<file path="src/rtl/evt_timer_pkg.sv">
`timescale 1ns/1ps
package evt_timer_pkg;
    localparam int TMR_DW = 32;
    localparam int TMR_AW = 5;

    // register byte offsets
    localparam int OFS_LOAD_LO = 'h00;
    localparam int OFS_LOAD_HI = 'h04;
    localparam int OFS_VAL_LO  = 'h08;
    localparam int OFS_VAL_HI  = 'h0C;
    localparam int OFS_CTL     = 'h10;
    localparam int OFS_INT     = 'h14;
    localparam int OFS_SNAP_LO = 'h18;
    localparam int OFS_SNAP_HI = 'h1C;

    // control bit positions
    localparam int CTL_PER_BIT  = 0;
    localparam int CTL_RUN_BIT  = 1;
    localparam int CTL_WIDE_BIT = 16;

    // interrupt register bit positions
    localparam int INT_EN_BIT  = 0;
    localparam int INT_RAW_BIT = 1;
    localparam int INT_MSK_BIT = 2;
    localparam int INT_ACK_BIT = 3;

    typedef struct packed {
        logic wide;
        logic run;
        logic per;
    } tmr_ctl_t;
endpackage

</file>
<file path="src/rtl/evt_timer_regs.sv">
`timescale 1ns/1ps
module evt_timer_regs
    import evt_timer_pkg::*;
#(
    parameter int DW = TMR_DW,
    parameter int AW = TMR_AW
) (
    input  logic            clk,
    input  logic            rst_n,
    input  logic            wr_en,
    input  logic [AW-1:0]   addr,
    input  logic [DW-1:0]   wdata,
    input  logic            expire,
    output logic [DW-1:0]   load_lo,
    output logic [DW-1:0]   load_hi,
    output tmr_ctl_t        ctl,
    output tmr_ctl_t        ctl_nx,
    output logic            ien,
    output logic            raw,
    output logic            start,
    output logic [2*DW-1:0] start_val,
    output logic [2*DW-1:0] reload_val
);
    typedef struct packed {
        logic [DW-1:0] lo;
        logic [DW-1:0] hi;
        tmr_ctl_t      ctl;
        logic          ien;
        logic          raw;
    } regs_t;

    regs_t s_d, s_q;
    logic  wr_lo, wr_hi, wr_ctl, wr_int;

    always_comb begin
        wr_lo  = wr_en && (addr == AW'(OFS_LOAD_LO));
        wr_hi  = wr_en && (addr == AW'(OFS_LOAD_HI));
        wr_ctl = wr_en && (addr == AW'(OFS_CTL));
        wr_int = wr_en && (addr == AW'(OFS_INT));

        s_d = s_q;
        if (wr_lo) s_d.lo = wdata;
        if (wr_hi) s_d.hi = wdata;
        if (wr_ctl) begin
            s_d.ctl.wide = wdata[CTL_WIDE_BIT];
            s_d.ctl.run  = wdata[CTL_RUN_BIT];
            s_d.ctl.per  = wdata[CTL_PER_BIT];
        end
        if (wr_int) s_d.ien = wdata[INT_EN_BIT];
        // a new expiry outranks an acknowledge on the same edge
        if (expire)
            s_d.raw = 1'b1;
        else if (wr_int && wdata[INT_ACK_BIT])
            s_d.raw = 1'b0;

        start      = wr_ctl && wdata[CTL_RUN_BIT] && !s_q.ctl.run;
        start_val  = s_d.ctl.wide ? {s_q.hi, s_q.lo} : {{DW{1'b0}}, s_q.lo};
        reload_val = s_q.ctl.wide ? {s_q.hi, s_q.lo} : {{DW{1'b0}}, s_q.lo};
    end

    always_ff @(posedge clk or negedge rst_n) begin
        if (!rst_n) s_q <= '0;
        else        s_q <= s_d;
    end

    assign load_lo = s_q.lo;
    assign load_hi = s_q.hi;
    assign ctl     = s_q.ctl;
    assign ctl_nx  = s_d.ctl;
    assign ien     = s_q.ien;
    assign raw     = s_q.raw;
endmodule

</file>
<file path="src/rtl/evt_timer_core.sv">
`timescale 1ns/1ps
module evt_timer_core
    import evt_timer_pkg::*;
#(
    parameter int CW = 2 * TMR_DW
) (
    input  logic          clk,
    input  logic          rst_n,
    input  tmr_ctl_t      ctl,
    input  tmr_ctl_t      ctl_nx,
    input  logic          start,
    input  logic [CW-1:0] start_val,
    input  logic [CW-1:0] reload_val,
    output logic [CW-1:0] cnt,
    output logic          expire
);
    localparam int HW = CW / 2;

    typedef struct packed {
        logic [CW-1:0] cnt;
    } core_t;

    core_t c_d, c_q;

    always_comb begin
        c_d    = c_q;
        expire = 1'b0;
        if (start) begin
            c_d.cnt = start_val;
        end else if (ctl.run && (c_q.cnt != '0)) begin
            if (c_q.cnt == CW'(1)) begin
                expire  = 1'b1;
                c_d.cnt = ctl.per ? reload_val : '0;
            end else begin
                c_d.cnt = c_q.cnt - CW'(1);
            end
        end
        if (!ctl_nx.wide) c_d.cnt[CW-1:HW] = '0;
    end

    always_ff @(posedge clk or negedge rst_n) begin
        if (!rst_n) c_q <= '0;
        else        c_q <= c_d;
    end

    assign cnt = c_q.cnt;
endmodule

</file>
<file path="src/rtl/evt_timer_snap.sv">
`timescale 1ns/1ps
module evt_timer_snap
    import evt_timer_pkg::*;
#(
    parameter int DW = TMR_DW
) (
    input  logic          clk,
    input  logic          rst_n,
    input  logic          snap,
    input  logic [DW-1:0] hi_in,
    output logic [DW-1:0] hi_q
);
    typedef struct packed {
        logic [DW-1:0] hi;
    } snap_t;

    snap_t h_d, h_q;

    always_comb begin
        h_d = h_q;
        if (snap) h_d.hi = hi_in;
    end

    always_ff @(posedge clk or negedge rst_n) begin
        if (!rst_n) h_q <= '0;
        else        h_q <= h_d;
    end

    assign hi_q = h_q.hi;
endmodule

</file>
<file path="src/rtl/evt_timer.sv">
`timescale 1ns/1ps
module evt_timer
    import evt_timer_pkg::*;
#(
    parameter int DW = TMR_DW,
    parameter int AW = TMR_AW
) (
    input  logic          clk,
    input  logic          rst_n,
    input  logic [AW-1:0] bus_addr,
    input  logic          bus_wr,
    input  logic          bus_rd,
    input  logic [DW-1:0] bus_wdata,
    output logic [DW-1:0] bus_rdata,
    output logic          irq_o
);
    localparam int CW = 2 * DW;

    logic [DW-1:0] load_lo, load_hi, snap_hi;
    logic [CW-1:0] start_val, reload_val, cnt;
    tmr_ctl_t      ctl, ctl_nx;
    logic          ien, raw, start, expire, masked, snap;

    evt_timer_regs #(.DW(DW), .AW(AW)) u_regs (
        .clk(clk), .rst_n(rst_n), .wr_en(bus_wr), .addr(bus_addr),
        .wdata(bus_wdata), .expire(expire), .load_lo(load_lo),
        .load_hi(load_hi), .ctl(ctl), .ctl_nx(ctl_nx), .ien(ien),
        .raw(raw), .start(start), .start_val(start_val),
        .reload_val(reload_val)
    );

    evt_timer_core #(.CW(CW)) u_core (
        .clk(clk), .rst_n(rst_n), .ctl(ctl), .ctl_nx(ctl_nx),
        .start(start), .start_val(start_val), .reload_val(reload_val),
        .cnt(cnt), .expire(expire)
    );

    assign snap = bus_rd && (bus_addr == AW'(OFS_SNAP_LO));

    evt_timer_snap #(.DW(DW)) u_snap (
        .clk(clk), .rst_n(rst_n), .snap(snap),
        .hi_in(cnt[CW-1:DW]), .hi_q(snap_hi)
    );

    assign masked = raw & ien;
    assign irq_o  = masked;

    always_comb begin
        bus_rdata = '0;
        if (bus_addr == AW'(OFS_LOAD_LO)) bus_rdata = load_lo;
        if (bus_addr == AW'(OFS_LOAD_HI)) bus_rdata = load_hi;
        if (bus_addr == AW'(OFS_VAL_LO))  bus_rdata = cnt[DW-1:0];
        if (bus_addr == AW'(OFS_VAL_HI))  bus_rdata = cnt[CW-1:DW];
        if (bus_addr == AW'(OFS_CTL)) begin
            bus_rdata[CTL_PER_BIT]  = ctl.per;
            bus_rdata[CTL_RUN_BIT]  = ctl.run;
            bus_rdata[CTL_WIDE_BIT] = ctl.wide;
        end
        if (bus_addr == AW'(OFS_INT)) begin
            bus_rdata[INT_EN_BIT]  = ien;
            bus_rdata[INT_RAW_BIT] = raw;
            bus_rdata[INT_MSK_BIT] = masked;
        end
        if (bus_addr == AW'(OFS_SNAP_LO)) bus_rdata = cnt[DW-1:0];
        if (bus_addr == AW'(OFS_SNAP_HI)) bus_rdata = snap_hi;
    end
endmodule

</file>
<file path="config.mk">
export PLATFORM = sky130hd
export DESIGN_NAME = evt_timer
export DESIGN_NICKNAME = d
export VERILOG_FILES = /design/src/rtl/evt_timer_pkg.sv /design/src/rtl/evt_timer_regs.sv /design/src/rtl/evt_timer_core.sv /design/src/rtl/evt_timer_snap.sv /design/src/rtl/evt_timer.sv
export SDC_FILE = /design/constraint.sdc
export NUM_CORES = 1
export LEC_CHECK = 0
export BUFFER_PORTS_ARGS = -buffer_cell sky130_fd_sc_hd__buf_2
export CAP_MARGIN = 0
export CORE_MARGIN = 5
export CORE_UTILIZATION = 60
export DETAILED_ROUTE_END_ITERATION = 10
export PLACE_DENSITY = 0.82
export SETUP_SLACK_MARGIN = 0.02
export SLEW_MARGIN = 0
export SYNTH_ARGS = -nofsm -noshare
export SYNTH_HDL_FRONTEND = slang
export SYNTH_SLANG_ARGS = --single-unit
</file>
<file path="constraint.sdc">
create_clock -name clk -period 3.4 [get_ports clk]
set_input_delay 0.17 -clock clk [delete_from_list [all_inputs] [get_ports clk]]
set_output_delay 0.17 -clock clk [all_outputs]
set_load 0.05 [all_outputs]
</file>
# Word level (Yosys, flattened, before mapping)
# Cells that the tools add are included.
# classes
add_sub_neg	1
n_eq_ne	9
n_mux	22
bitwise_logic	1
n_reduce_logical	14
# op_table
cell	count
$mux 64	6
$mux 32	7
$eq 64x1->1 const B	1
$reduce_bool 64->1	1
$sub 64x1->64 const B	1
$eq 5x5->1 const B	4
$eq 5x4->1 const B	2
$logic_and 1x1->1	9
$mux 1	6
$mux 3	2
$eq 5x3->1 const B	1
$logic_not 5->1	1
$reduce_bool 2->1	2
$ne 3x3->1 const B	1
$mux 2	1
$and 1x1->1	1
$logic_not 1->1	1
# word_totals
register_bits	165
inputBits	41
elab_cells	57

# Longest topological paths before layout
# logic_depth
word_depth	9
ltp_mapped	12

# Modules after synthesis
# A second synthesis with hierarchy kept.
# hier_totals
cells_unflattened	1394
hier_area_um2	12176.7
# by_module_without_submodules
module	instances	cells_per_inst	area_each_um2
evt_timer_core	1	673	5218.8
evt_timer_regs	1	357	3813.7
evt_timer	1	296	1799.2
evt_timer_snap	1	68	1345.0

# Worst setup path before layout
# OpenSTA, ideal clock, no wires.
# synth_timing
kind	register -> register
start	register u_core.c_q, in the netlist u_core.cnt[49]
end	register u_core.c_q, in the netlist u_core.cnt[22]
setup_time_ps	126
t_arrival_ps	2786
required_time_ps	3274
slack_ps	488
path_stages_with_launch	11
path_cell_list	dfrtp_1 -> or4_1 -> buf_2 -> or4_4 -> nor4_4 -> a31o_1 -> buf_6 -> buf_6 -> a21oi_1 -> o21a_1 -> a221o_1
# synth_via
elab_chain_len	4
elab_cells_between_ends	7
cone_classes	eq/ne (1); mux (3); reduce/logical (3)
# synth_rtl
item	line_no	text
start, declared	evt_timer_core.sv:23	core_t c_d, c_q;
start signal, assigned	evt_timer_core.sv:42	if (!rst_n) c_q <= '0;
start signal, assigned	evt_timer_core.sv:43	else c_q <= c_d;
$eq 64x1->1	evt_timer_core.sv:31	if (c_q.cnt == CW'(1)) begin
$mux 64	evt_timer_core.sv:31	
$mux 64	evt_timer_core.sv:30	end else if (ctl.run && (c_q.cnt != '0)) begin
$mux 64	evt_timer_core.sv:28	if (start) begin
# Parallel ways exist; a longest one is shown, timed or not. The select of a mux whose other input is x is not followed.
# A chain may end at the register's enable or synchronous reset.

# Final worst setup path
# layout_timing
start	register u_core.c_q, in the netlist u_core.cnt[26]
end	register u_core.c_q, in the netlist u_core.cnt[15]
# Same word-level chain as after synthesis.

==> impl_metrics.toml <==
[sta]
setup_violations = 0
rsz0062_at_grt = "false"
slew_headroom_pct = 41.2
skew_ps = 6.38
finalCritPeriodShare_pct = 94.1
hold_viol = 0
fmax_ghz = 0.312
fin_crit_ps = 3200
tightest_slew_ps = 881
fin_tns_setup_ps = 0
slew_viol_final = 0

[grt]
grt_pass1_wl_um = 48800
antenna_found_initial = 0
grt_util_met2_pct = 53.4
overflow = 0
use_met1_pct = 48.2
top_usage_layer = "met2"
grt_util_met3_pct = 7.59
grt_max_degree = 94
grt_usage_pct = 34.5
grt_pass1_vias = 8754

[worst_hold_path]
hold_class = "input port to flip-flop"

[logic_synthesis]
syn-num-nets = 1024
yosysTopAreaCell = "dfrtp_1"
yosys-top-cells-area = "dfrtp_1 45%, mux2_2 12%, nand2_1 6.7%, o21ai_0 5.1%, a222oi_1 3.1%"
synth_top_area_share_pct = 45.0
synth_flop_cell = "dfrtp_1"
synth_cell_types = 61
synth_edf_count = 0
synth.cell_area_sq_um = 9180
yosysWarnings = 0
syn_inst = 981
ys_async_sr_fraction_pct = 100
synth_area_per_cell_sq_um = 9.36
yosysSeqAreaShare_pct = 45.0
yosys_register_bits = 165

[drt]
routedWlPerCell_um = 23.6
via_per_inst = 7.00
drcViolationCount = 0
vias = 9044
antenna_left = 0
drt_iter0_drc = 1618
drtPass1Iterations = 8
totalWireLength_um = 30500

[placement]
place_area_sq_um = 9980
gp_congestion = 1.03
port_buffers = 73
hpwl_um = 20900

[finish]
design_area_sq_um = 10900
final_util_pct = 71.9
syn2layout_area_growth_pct = 18.3
fin_nets = 1133
fillerInstances = 1155
multi_input_area_sq_um = 4730
drive_above_1_share_pct = 25.6
seq_area_sq_um = 4130

[worst_setup_path]
path_class = "flip-flop to flip-flop"
arrival_ps = 3510
cp_max_fo = 10
crit_path_end_kind = "flip-flop"
cp.required_ps = 3710
critPathLaunchType = "flip-flop"

[floorplanning]
ios = 74
core_area_sq_um = 15100
fp.dieW_um = 134
rows = 45
die_area_sq_um = 17900
initial_core_util_pct = 60.8
die_h_um = 134

[clocking]
numCtsBuffers = 17
clock_sinks = 165
cts-root-buf = "clkbuf_16"
cts_tree = "yes"
path_clk_slew_ps = 70
clock_latency_ps = 430
post_cts_buffers = 0
clockBufferDepth = 2
htree_levels = 4

[pwr]
switching_share_pct = 34.5
irDropWorstVdd_mv = 0.387
pwr-share-clk_pct = 33.8
combPwrFrac_pct = 20.9
p_switching_uw = 2020
finalPower_uw = 5840
cellPowerDensity_nw_per_um2 = 538
p_seq_share_pct = 45.2
power_leakage_uw = 0.00507
cell_internal_pwr_uw = 3820

[run_status]
status = "complete, no violations"

[job]
maxCapViolCount = 0
-- power groups by stage --
stage / clock (uW) / combinational [uW] / sequential [uW]
finish: 1970 / 1220 / 2640
global route: 2070 / 1310 / 2670
detailed placement: 0 / 1150 / 2650
CTS: 1980 / 1190 / 2620
global placement: 0 / 1130 / 2650
floorplan: 0 / 751 / 2490
-- cell families after synthesis --
family | Yosys count | share of synthesized area, %
buf+inv | 82 | 3.86
compound gates | 273 | 20.2
flops | 165 | 45.0
fa+ha+maj | 2 | 0.273
simple gates | 358 | 18.3
mux | 101 | 12.3
-- cell usage in the layout (no fill, tap or decap), types with 28 or more instances in the layout --
master	n
a222oi_1	28
nand2_1	162
dfrtp_1	165
buf_2	72
nor2_1	53
nor3_1	35
a21oi_1	37
mux2_2	97
buf_4	58
o21ai_0	94
-- area by class of cell --
| type | count | area share (%) |
|---|---|---|
| multi-input cells | 734 | 43.6 |
| clock buffers | 17 | 3.92 |
| clock inverters | 15 | 1.54 |
| flip-flops and latches | 165 | 38.0 |
| inverters | 12 | 0.415 |
| diodes | 1 | 0.0230 |
| well taps | 188 | 2.17 |
| repair buffers | 160 | 10.3 |
-- cell usage after synthesis, types with 3 or more instances --
cell type / instances
nand4_1: 8
a221o_1: 4
o31a_1: 3
a222oi_1: 28
o22ai_1: 9
a32o_1: 16
a22oi_1: 18
buf_1: 6
and4_1: 3
clkbuf_1: 44
nand2_1: 163
o211ai_1: 9
or2_2: 3
or4_1: 9
nand3_1: 27
or3_1: 9
o311ai_0: 5
nor3_1: 38
nor4_1: 17
a22o_1: 5
nor2_1: 55
and3_1: 6
dfrtp_1: 165
nor4_2: 3
o21a_1: 4
inv_1: 11
and2_1: 6
a21oi_1: 37
buf_6: 3
mux2_2: 97
buf_2: 16
a21boi_0: 5
a211oi_1: 4
mux2i_1: 4
a31oi_1: 12
a32oi_1: 4
o21ai_0: 94
-- sequential cells by signal, summed over array words and instances, names as in the netlist --
signal,count
u_regs.ctl,3
u_snap.hi_q,32
u_regs.load_hi,32
u_regs.load_lo,32
u_regs.ien,1
u_regs.raw,1
u_core.cnt,64
-- through the flow --
step / hold WS [ps] / setup slack, ps / std cells
floorplan: -126 / 488 / 981
global placement: 315 / 289 / 1232
detailed placement: 307 / 213 / 1232
CTS: 6.36 / 197 / 1291
global route: 15.3 / 96.5 / 1291
finish: 15.4 / 199 / 1292
-- what timing repair did --
item	CTS	global route
endpoints found under the setup margin	0	3
resized for setup	0	1
hold endpoints to repair	144	0
hold buffers	27	0
-- final timing paths --
kind	from	endpoint	slack, ps	cells past startpoint
setup / recovery	u_core.cnt[26]	u_core.cnt[15]	200	8
hold / removal	bus_wdata[1]	u_regs.ctl[1]	20	3
setup reg to reg	u_core.cnt[26]	u_core.cnt[15]	200	8
hold reg to reg	u_snap.hi_q[14]	u_snap.hi_q[14]	510	1
max in group asynchronous	rst_n	u_snap.hi_q[9]	2150	3
min in group asynchronous	rst_n	u_regs.load_lo[0]	360	2
-- critical path, cell delays in order (launching register included) --
cell	delay (ps)
dfrtp_1	430
or4_1	680
nor4_1	300
nor4bb_2	410
buf_4	200
a21oi_2	100
a31o_2	380
buf_4	210
a221o_1	350
-- metal layers --
layer	vias up	wire (um)
met5	-	0
met1	4411	12200
met3	113	3370
met4	0	1110
li1	3907	-
met2	613	13800
Note: power is estimated with default switching activity, not from simulation.
